$ cat src/rtl/pll_div_pkg.sv
package pll_div_pkg;

    localparam int RATIO_W   = 16;
    localparam int SWALLOW_W = 4;
    localparam int MAIN_W    = RATIO_W - SWALLOW_W;
    localparam int CODE_W    = 4;
    localparam int CODE_N    = 1 << CODE_W;
    localparam int MIN_RATE_HZ = 1000;

    typedef enum logic [1:0] {
        MODE_HI_SWALLOW = 2'd0,
        MODE_LO_SWALLOW = 2'd1,
        MODE_DIRECT     = 2'd2
    } div_mode_e;

    typedef struct packed {
        div_mode_e          mode;
        logic [RATIO_W-1:0] word;
    } div_cfg_t;

    function automatic div_mode_e decode_mode(input logic hi_band, input logic swallow);
        if (hi_band)      return MODE_HI_SWALLOW;
        else if (swallow) return MODE_LO_SWALLOW;
        else              return MODE_DIRECT;
    endfunction

    function automatic logic code_inhibits(input logic [CODE_W-1:0] code);
        return code[CODE_W-1:1] == 3'b111;
    endfunction

    // Coded reference rate in Hz, 0 for inhibit codes.
    function automatic int unsigned ref_rate_hz(input logic [CODE_W-1:0] code);
        case (code)
            4'd0:       return 100000;
            4'd1:       return 50000;
            4'd2, 4'd3: return 25000;
            4'd4:       return 12500;
            4'd5:       return 6250;
            4'd6, 4'd7: return 3125;
            4'd8:       return 10000;
            4'd9:       return 9000;
            4'd10:      return 5000;
            4'd11:      return 1000;
            4'd12:      return 3000;
            4'd13:      return 30000;
            default:    return 0;
        endcase
    endfunction

endpackage

$ cat src/rtl/ref_divider.sv
module ref_divider
    import pll_div_pkg::*;
#(
    parameter int unsigned XTAL_LO_HZ = 4500000,
    parameter int unsigned XTAL_HI_HZ = 7200000
) (
    input  logic              clk,
    input  logic              clear,
    input  logic              tick,
    input  logic [CODE_W-1:0] code,
    input  logic              xtal_hi,
    output logic              fr
);
    localparam int unsigned XTAL_MAX = (XTAL_HI_HZ > XTAL_LO_HZ) ? XTAL_HI_HZ : XTAL_LO_HZ;
    localparam int CNT_W = $clog2(XTAL_MAX / MIN_RATE_HZ + 1);

    logic [CNT_W-1:0] lim_lo [CODE_N];
    logic [CNT_W-1:0] lim_hi [CODE_N];

    for (genvar c = 0; c < CODE_N; c++) begin : g_lim
        localparam int unsigned RATE = ref_rate_hz(CODE_W'(c));
        assign lim_lo[c] = CNT_W'((RATE == 0) ? 0 : XTAL_LO_HZ / RATE - 1);
        assign lim_hi[c] = CNT_W'((RATE == 0) ? 0 : XTAL_HI_HZ / RATE - 1);
    end

    logic [CNT_W-1:0] cnt;
    logic [CNT_W-1:0] lim;
    logic             term;

    assign lim  = xtal_hi ? lim_hi[code] : lim_lo[code];
    assign term = tick && (cnt >= lim);

    always_ff @(posedge clk) begin
        if (clear) begin
            cnt <= '0;
            fr  <= 1'b0;
        end else begin
            fr <= term;
            if (term)      cnt <= '0;
            else if (tick) cnt <= cnt + 1'b1;
        end
    end
endmodule

$ cat src/rtl/direct_divider.sv
module direct_divider #(
    parameter int W = 12
) (
    input  logic         clk,
    input  logic         clear,
    input  logic         tick,
    input  logic [W-1:0] n_val,
    output logic         term
);
    logic [W-1:0] cnt;

    assign term = tick && (({1'b0, cnt} + 1'b1) >= {1'b0, n_val});

    always_ff @(posedge clk) begin
        if (clear)     cnt <= '0;
        else if (term) cnt <= '0;
        else if (tick) cnt <= cnt + 1'b1;
    end
endmodule

$ cat src/rtl/swallow_divider.sv
module swallow_divider #(
    parameter int MAIN_W = 12,
    parameter int SW_W   = 4
) (
    input  logic                   clk,
    input  logic                   clear,
    input  logic                   tick,
    input  logic [MAIN_W+SW_W-1:0] n_val,
    output logic                   term
);
    localparam int PRE_W   = SW_W + 1;
    localparam int PRE_LEN = 1 << SW_W;

    logic [MAIN_W-1:0] main_lim;
    logic [SW_W-1:0]   sw_lim;
    logic [PRE_W-1:0]  pre_cnt;
    logic [MAIN_W-1:0] main_cnt;
    logic [SW_W-1:0]   sw_cnt;
    logic              extra;
    logic              pre_out;

    assign main_lim = n_val[MAIN_W+SW_W-1:SW_W];
    assign sw_lim   = n_val[SW_W-1:0];
    // Modulus PRE_LEN+1 while swallow count remains, else PRE_LEN.
    assign extra    = sw_cnt < sw_lim;
    assign pre_out  = tick && (pre_cnt == (extra ? PRE_W'(PRE_LEN) : PRE_W'(PRE_LEN - 1)));
    assign term     = pre_out && (({1'b0, main_cnt} + 1'b1) >= {1'b0, main_lim});

    always_ff @(posedge clk) begin
        if (clear || term) begin
            pre_cnt  <= '0;
            main_cnt <= '0;
            sw_cnt   <= '0;
        end else if (pre_out) begin
            pre_cnt  <= '0;
            main_cnt <= main_cnt + 1'b1;
            if (extra) sw_cnt <= sw_cnt + 1'b1;
        end else if (tick) begin
            pre_cnt <= pre_cnt + 1'b1;
        end
    end
endmodule

$ cat src/rtl/pll_divider_top.sv
module pll_divider_top
    import pll_div_pkg::*;
#(
    parameter int unsigned XTAL_LO_HZ = 4500000,
    parameter int unsigned XTAL_HI_HZ = 7200000
) (
    input  logic        clk,
    input  logic        rst,
    input  logic        lo_tick,
    input  logic        xtal_tick,
    input  logic [15:0] ratio_word,
    input  logic        fm_sel,
    input  logic        am_swallow,
    input  logic [3:0]  ref_code,
    input  logic        xtal_hi,
    output logic        fp,
    output logic        fr,
    output logic        pll_off,
    output logic        osc_stop
);
    div_cfg_t cfg;
    div_cfg_t cfg_next;
    logic     inhibit;
    logic     use_direct;
    logic     term_sw;
    logic     term_dir;
    logic     term_any;

    assign inhibit    = code_inhibits(ref_code);
    assign cfg_next   = '{mode: decode_mode(fm_sel, am_swallow), word: ratio_word};
    assign use_direct = (cfg.mode == MODE_DIRECT);
    assign term_any   = use_direct ? term_dir : term_sw;

    swallow_divider #(.MAIN_W(MAIN_W), .SW_W(SWALLOW_W)) u_swallow (
        .clk   (clk),
        .clear (rst || inhibit || use_direct),
        .tick  (lo_tick),
        .n_val (cfg.word),
        .term  (term_sw)
    );

    direct_divider #(.W(MAIN_W)) u_direct (
        .clk   (clk),
        .clear (rst || inhibit || !use_direct),
        .tick  (lo_tick),
        .n_val (cfg.word[RATIO_W-1:SWALLOW_W]),
        .term  (term_dir)
    );

    ref_divider #(.XTAL_LO_HZ(XTAL_LO_HZ), .XTAL_HI_HZ(XTAL_HI_HZ)) u_ref (
        .clk     (clk),
        .clear   (rst || inhibit),
        .tick    (xtal_tick),
        .code    (ref_code),
        .xtal_hi (xtal_hi),
        .fr      (fr)
    );

    // Ratio and mode are sampled only at a terminal count, or while idle.
    always_ff @(posedge clk) begin
        if (rst || inhibit) begin
            cfg <= cfg_next;
            fp  <= 1'b0;
        end else begin
            fp <= term_any;
            if (term_any) cfg <= cfg_next;
        end
    end

    assign pll_off  = inhibit;
    assign osc_stop = (ref_code == 4'b1110);
endmodule

$ cat config.mk
export PLATFORM = sky130hd
export DESIGN_NAME = pll_divider_top
export DESIGN_NICKNAME = d
export VERILOG_FILES = /design/src/rtl/pll_div_pkg.sv /design/src/rtl/ref_divider.sv /design/src/rtl/direct_divider.sv /design/src/rtl/swallow_divider.sv /design/src/rtl/pll_divider_top.sv
export SDC_FILE = /design/constraint.sdc
export NUM_CORES = 1
export LEC_CHECK = 0
export CORE_ASPECT_RATIO = 1.75
export CORE_MARGIN = 3
export CORE_UTILIZATION = 45
export DETAILED_ROUTE_END_ITERATION = 12
export DONT_BUFFER_PORTS = 1
export GPL_TIMING_DRIVEN = 0
export SLEW_MARGIN = 20
export SYNTH_ARGS = -nofsm -noshare
export SYNTH_HDL_FRONTEND = slang
export SYNTH_HIERARCHICAL = 1
export SYNTH_SLANG_ARGS = --single-unit
export TNS_END_PERCENT = 10
$ cat constraint.sdc
create_clock -name clk -period 3.35 [get_ports clk]
set_clock_uncertainty 0.2 [all_clocks]
set_input_delay 0.5025 -clock clk [delete_from_list [all_inputs] [get_ports clk]]
set_output_delay 0.5025 -clock clk [all_outputs]
set_load 0.01 [all_outputs]
==> summary.md <==
| Metric | Value |
|---|---|
| Pin count of the biggest net entering global routing | 12 |
| Detailed placer's ending HPWL | 8712 um |
| LEAKAGE | 2.459 nW |
| Reg2Reg Depth | 14 |
| Port-buffer cells | 0 |
| Register area | 1520 um2 |
| RSZ-0062 raised after global routing | true |
| Hold Crit Class | in2reg |
| Max FO, Critical Path | 6 |
| Peak Freq | 306.3 MHz |
| Kind of critical path | reg2reg |
| Root Driver | clkbuf_16 |
| Asr flop ratio synth | 0 |
| Post-synth EDFFs | 18 |
| Hold path cells | 0 |
| Yosys warnings | 6 |
| Post-synth top flop | dfxtp_1 |
| Total die area | 12150 um2 |
| Vias | 3995 |
| Multi-input logic area | 3336 um2 |
| Worst path required time | 3200 ps |
| Final Critical Period | 3264 ps |
| Die Ht | 143.6 um |
| Cell row count | 49 |
| Synth Net Count | 614 |
| Clock tree buffer depth | 2 |
| Vias in the first global route | 3957 |
| Worst-skew pair later-pin latency | 330 ps |
| Initial Util | 0.4669 |
| Clock Pin Slew Worst Setup and Hold Paths | 50 ps |
| Relative slew slack | 0.4987 |
| I/O pins | 31 |
| # DRC | 0 |
| GR Util All Layers | 0.1986 |
| First-pass GRT wire length | 19150 um |
| Cts bufs inserted | 9 |
| DR iter-0 viols | 129 |
| Layout fillers | 995 |
| Initial antenna violation count | 1 |
| Sink Count | 66 |
| Pwr Density | 347.0 nW/um2 |
| CP most frequent cell | buf_6 |
| Via density per instance | 5.651 |
| Worst Path Buf+Inv | 3 |
| Outcome | completed |
| GRT Max-Usage Layer | met2 |
| Synth-to-layout area growth | 19.44% |
| CTS tree | done |
| WL/cell | 16.87 um |
| CP Depth | 14 |
| Final period utilization | 0.9744 |
| Setup TNS | 0 ps |
| Placed standard-cell area | 5061 um2 |
| Final Hold Vio Count | 0 |
| Total Wirelength | 11930 um |
| Met1 Resource Use GR | 0.1921 |
| Met3 usage | 0.04934 |
| DRT antenna net count | 0 |
| GR met2 Demand/Resource | 0.3907 |
| Gate count of the mapped netlist | 536 |
| Slew @ Worst Pin | 751.2 ps |
| Synthesized area | 4866 um2 |
| Share of cells above drive strength 1 | 0.2397 |
| Congestion Overflow GR | 0 |
| Endpoint type of the worst setup path | register |
| Synth Register Bits | 66 |
| Die X | 84.61 um |
| Final Wtd Congestion | 0.9049 |
| Peak VDD IR | 0.2793 mV |
| Reg2Reg Setup Slack | 90 ps |
| Slowest Stage Delay on Critical Path | 400 ps |
| Worst Setup Start Kind | register |
| Mean Syn Cell Area | 9.078 um2 |
| Design area | 5812 um2 |
| Delay-heaviest family, CP | simple AND/OR/NAND/NOR gates |
| Final Max Slew Viols | 0 |
| Worst path slowest cell | or3_4 |
| Max-cap violation count | 0 |
| Antenna cell count | 0 |
| Core Region | 10420 um2 |
| Final setup vio count | 0 |
| CTS HTree Levels | 3 |
| Pre-antenna DRT Iters | 4 |
| Count of cell types in the netlist | 65 |
| Worst Path Arrival | 3120 ps |
| Nets | 654 |
| CP cell instances | ha_4, and4_1, buf_6, nand2_1, xnor2_1, ha_1, buf_4, a21oi_1, o21ai_0, o21a_1, or3_4, mux2i_4, buf_6, nand2_8 |
| Seq/Total Area, Yosys | 0.3086 |
-- cells in the mapped netlist (3+ instances only) --
cell type,number,area share
nor4_1,5,0.0064
buf_4,4,0.0062
nand3_1,20,0.021
nor3_2,10,0.021
edfxtp_1,18,0.11
o21a_1,5,0.0077
and4_1,6,0.011
nor2b_1,7,0.0090
xor2_1,26,0.047
buf_2,14,0.014
inv_1,36,0.028
a21o_1,4,0.0062
nor4_2,10,0.026
mux2i_1,7,0.014
nand4_1,13,0.017
and2_1,7,0.0090
nand2_1,38,0.029
a21oi_1,21,0.022
nor2_1,24,0.019
xnor2_1,31,0.056
dfxtp_1,48,0.20
ha_1,51,0.13
buf_6,4,0.0093
clkbuf_1,3,0.0023
nand2b_1,9,0.012
nor3_1,20,0.021
or3_1,6,0.0077
o21ai_1,5,0.0051
and3_1,9,0.012
o21ai_0,25,0.026
a31oi_1,7,0.0090
-- metrics by stage --
stage,util,worst slack [ps],power (mW),hold WS (ps),instances
2_1_floorplan,-,21.33,1.031,282.1,536
5_1_grt,0.5576,-34.85,2.106,46.74,707
6_report,0.5576,85.67,2.017,62.21,707
4_1_cts,0.5334,-47.73,2.035,52.77,693
3_3_place_gp,0.4856,-458.4,1.077,302.3,663
3_5_place_dp,0.4856,-572.3,1.085,322.0,663
-- what timing repair did --
item                                    CTS  global route
buffers inserted                         12            15
resized for setup                        18            32
cloned                                    3             0
pin swaps                                 9            15
endpoints found under the setup margin   19            21
hold buffers                              0             0
-- registers in the layout, summed over array words and instances, names as in the netlist --
| register | count |
|---|---|
| u_ref/fr | 1 |
| u_ref/cnt | 13 |
| u_swallow/main_cnt | 12 |
| u_swallow/sw_cnt | 4 |
| u_swallow/pre_cnt | 5 |
| cfg | 18 |
| u_direct/cnt | 12 |
| fp | 1 |
-- path summary, 6_finish.rpt --
check                          from                     end
max                 u_direct/cnt[0]                  cfg[4]
min                   ratio_word[8]                  cfg[8]
max reg2reg         u_direct/cnt[0]                  cfg[4]
min reg2reg  u_swallow/main_cnt[11]  u_swallow/main_cnt[11]
-- cells in the final DEF (no fill, tap or decap), types with 4 or more instances in the layout --
| master | count |
|---|---|
| a31oi_1 | 6 |
| nor2_1 | 22 |
| mux2i_1 | 6 |
| o21ai_1 | 6 |
| a21o_1 | 4 |
| xor2_1 | 25 |
| nor4_2 | 10 |
| dfxtp_4 | 4 |
| and4_1 | 6 |
| o21ai_0 | 23 |
| a21oi_1 | 20 |
| and2_1 | 7 |
| and3_1 | 7 |
| buf_4 | 27 |
| nor3_2 | 11 |
| buf_2 | 14 |
| nor4_1 | 5 |
| clkbuf_16 | 9 |
| inv_1 | 36 |
| nand2b_1 | 9 |
| xnor2_1 | 28 |
| buf_6 | 7 |
| nor2b_1 | 7 |
| nor3_1 | 19 |
| o21a_1 | 5 |
| nand4_1 | 13 |
| or3_1 | 4 |
| nand2_1 | 37 |
| edfxtp_1 | 18 |
| nand3_1 | 16 |
| ha_1 | 48 |
| dfxtp_1 | 41 |
-- area by class of cell --
cell class,instances,share of cell area
multi-input combinational,410,0.5740
sequential,66,0.2616
clock buffer,10,0.04112
timing repair buffer,27,0.03681
tap,127,0.02734
buffer,25,0.02626
inverter,37,0.02390
clock inverter,5,0.009042
-- power breakdown --
| part | switching (mW) | internal [mW] | total, mW |
|---|---|---|---|
| Combinational | 0.137 | 0.0873 | 0.225 |
| Clock | 0.341 | 0.589 | 0.931 |
| Sequential | 0.0161 | 0.845 | 0.861 |
| Total | 0.495 | 1.52 | 2.02 |
-- metal layers --
| metal | part of all wire | up-vias | wire length [um] |
|---|---|---|---|
| li1 | - | 1995 | - |
| met1 | 0.37 | 1888 | 4366 |
| met2 | 0.57 | 85 | 6796 |
| met3 | 0.035 | 25 | 412 |
| met4 | 0.028 | 2 | 337 |
| met5 | 0.0011 | - | 13 |
-- cells by family after synthesis --
group,Yosys count,share of synthesized area
AOI/OAI and AO/OA,88,0.1170
xor gates and xnor gates,57,0.1026
adders and majority gates,51,0.1311
buffers and inverters,63,0.06145
DFF,66,0.3086
muxes,8,0.01671
and+or+nand+nor,203,0.2625
No activity file was read; power rests on OpenSTA's default activity.
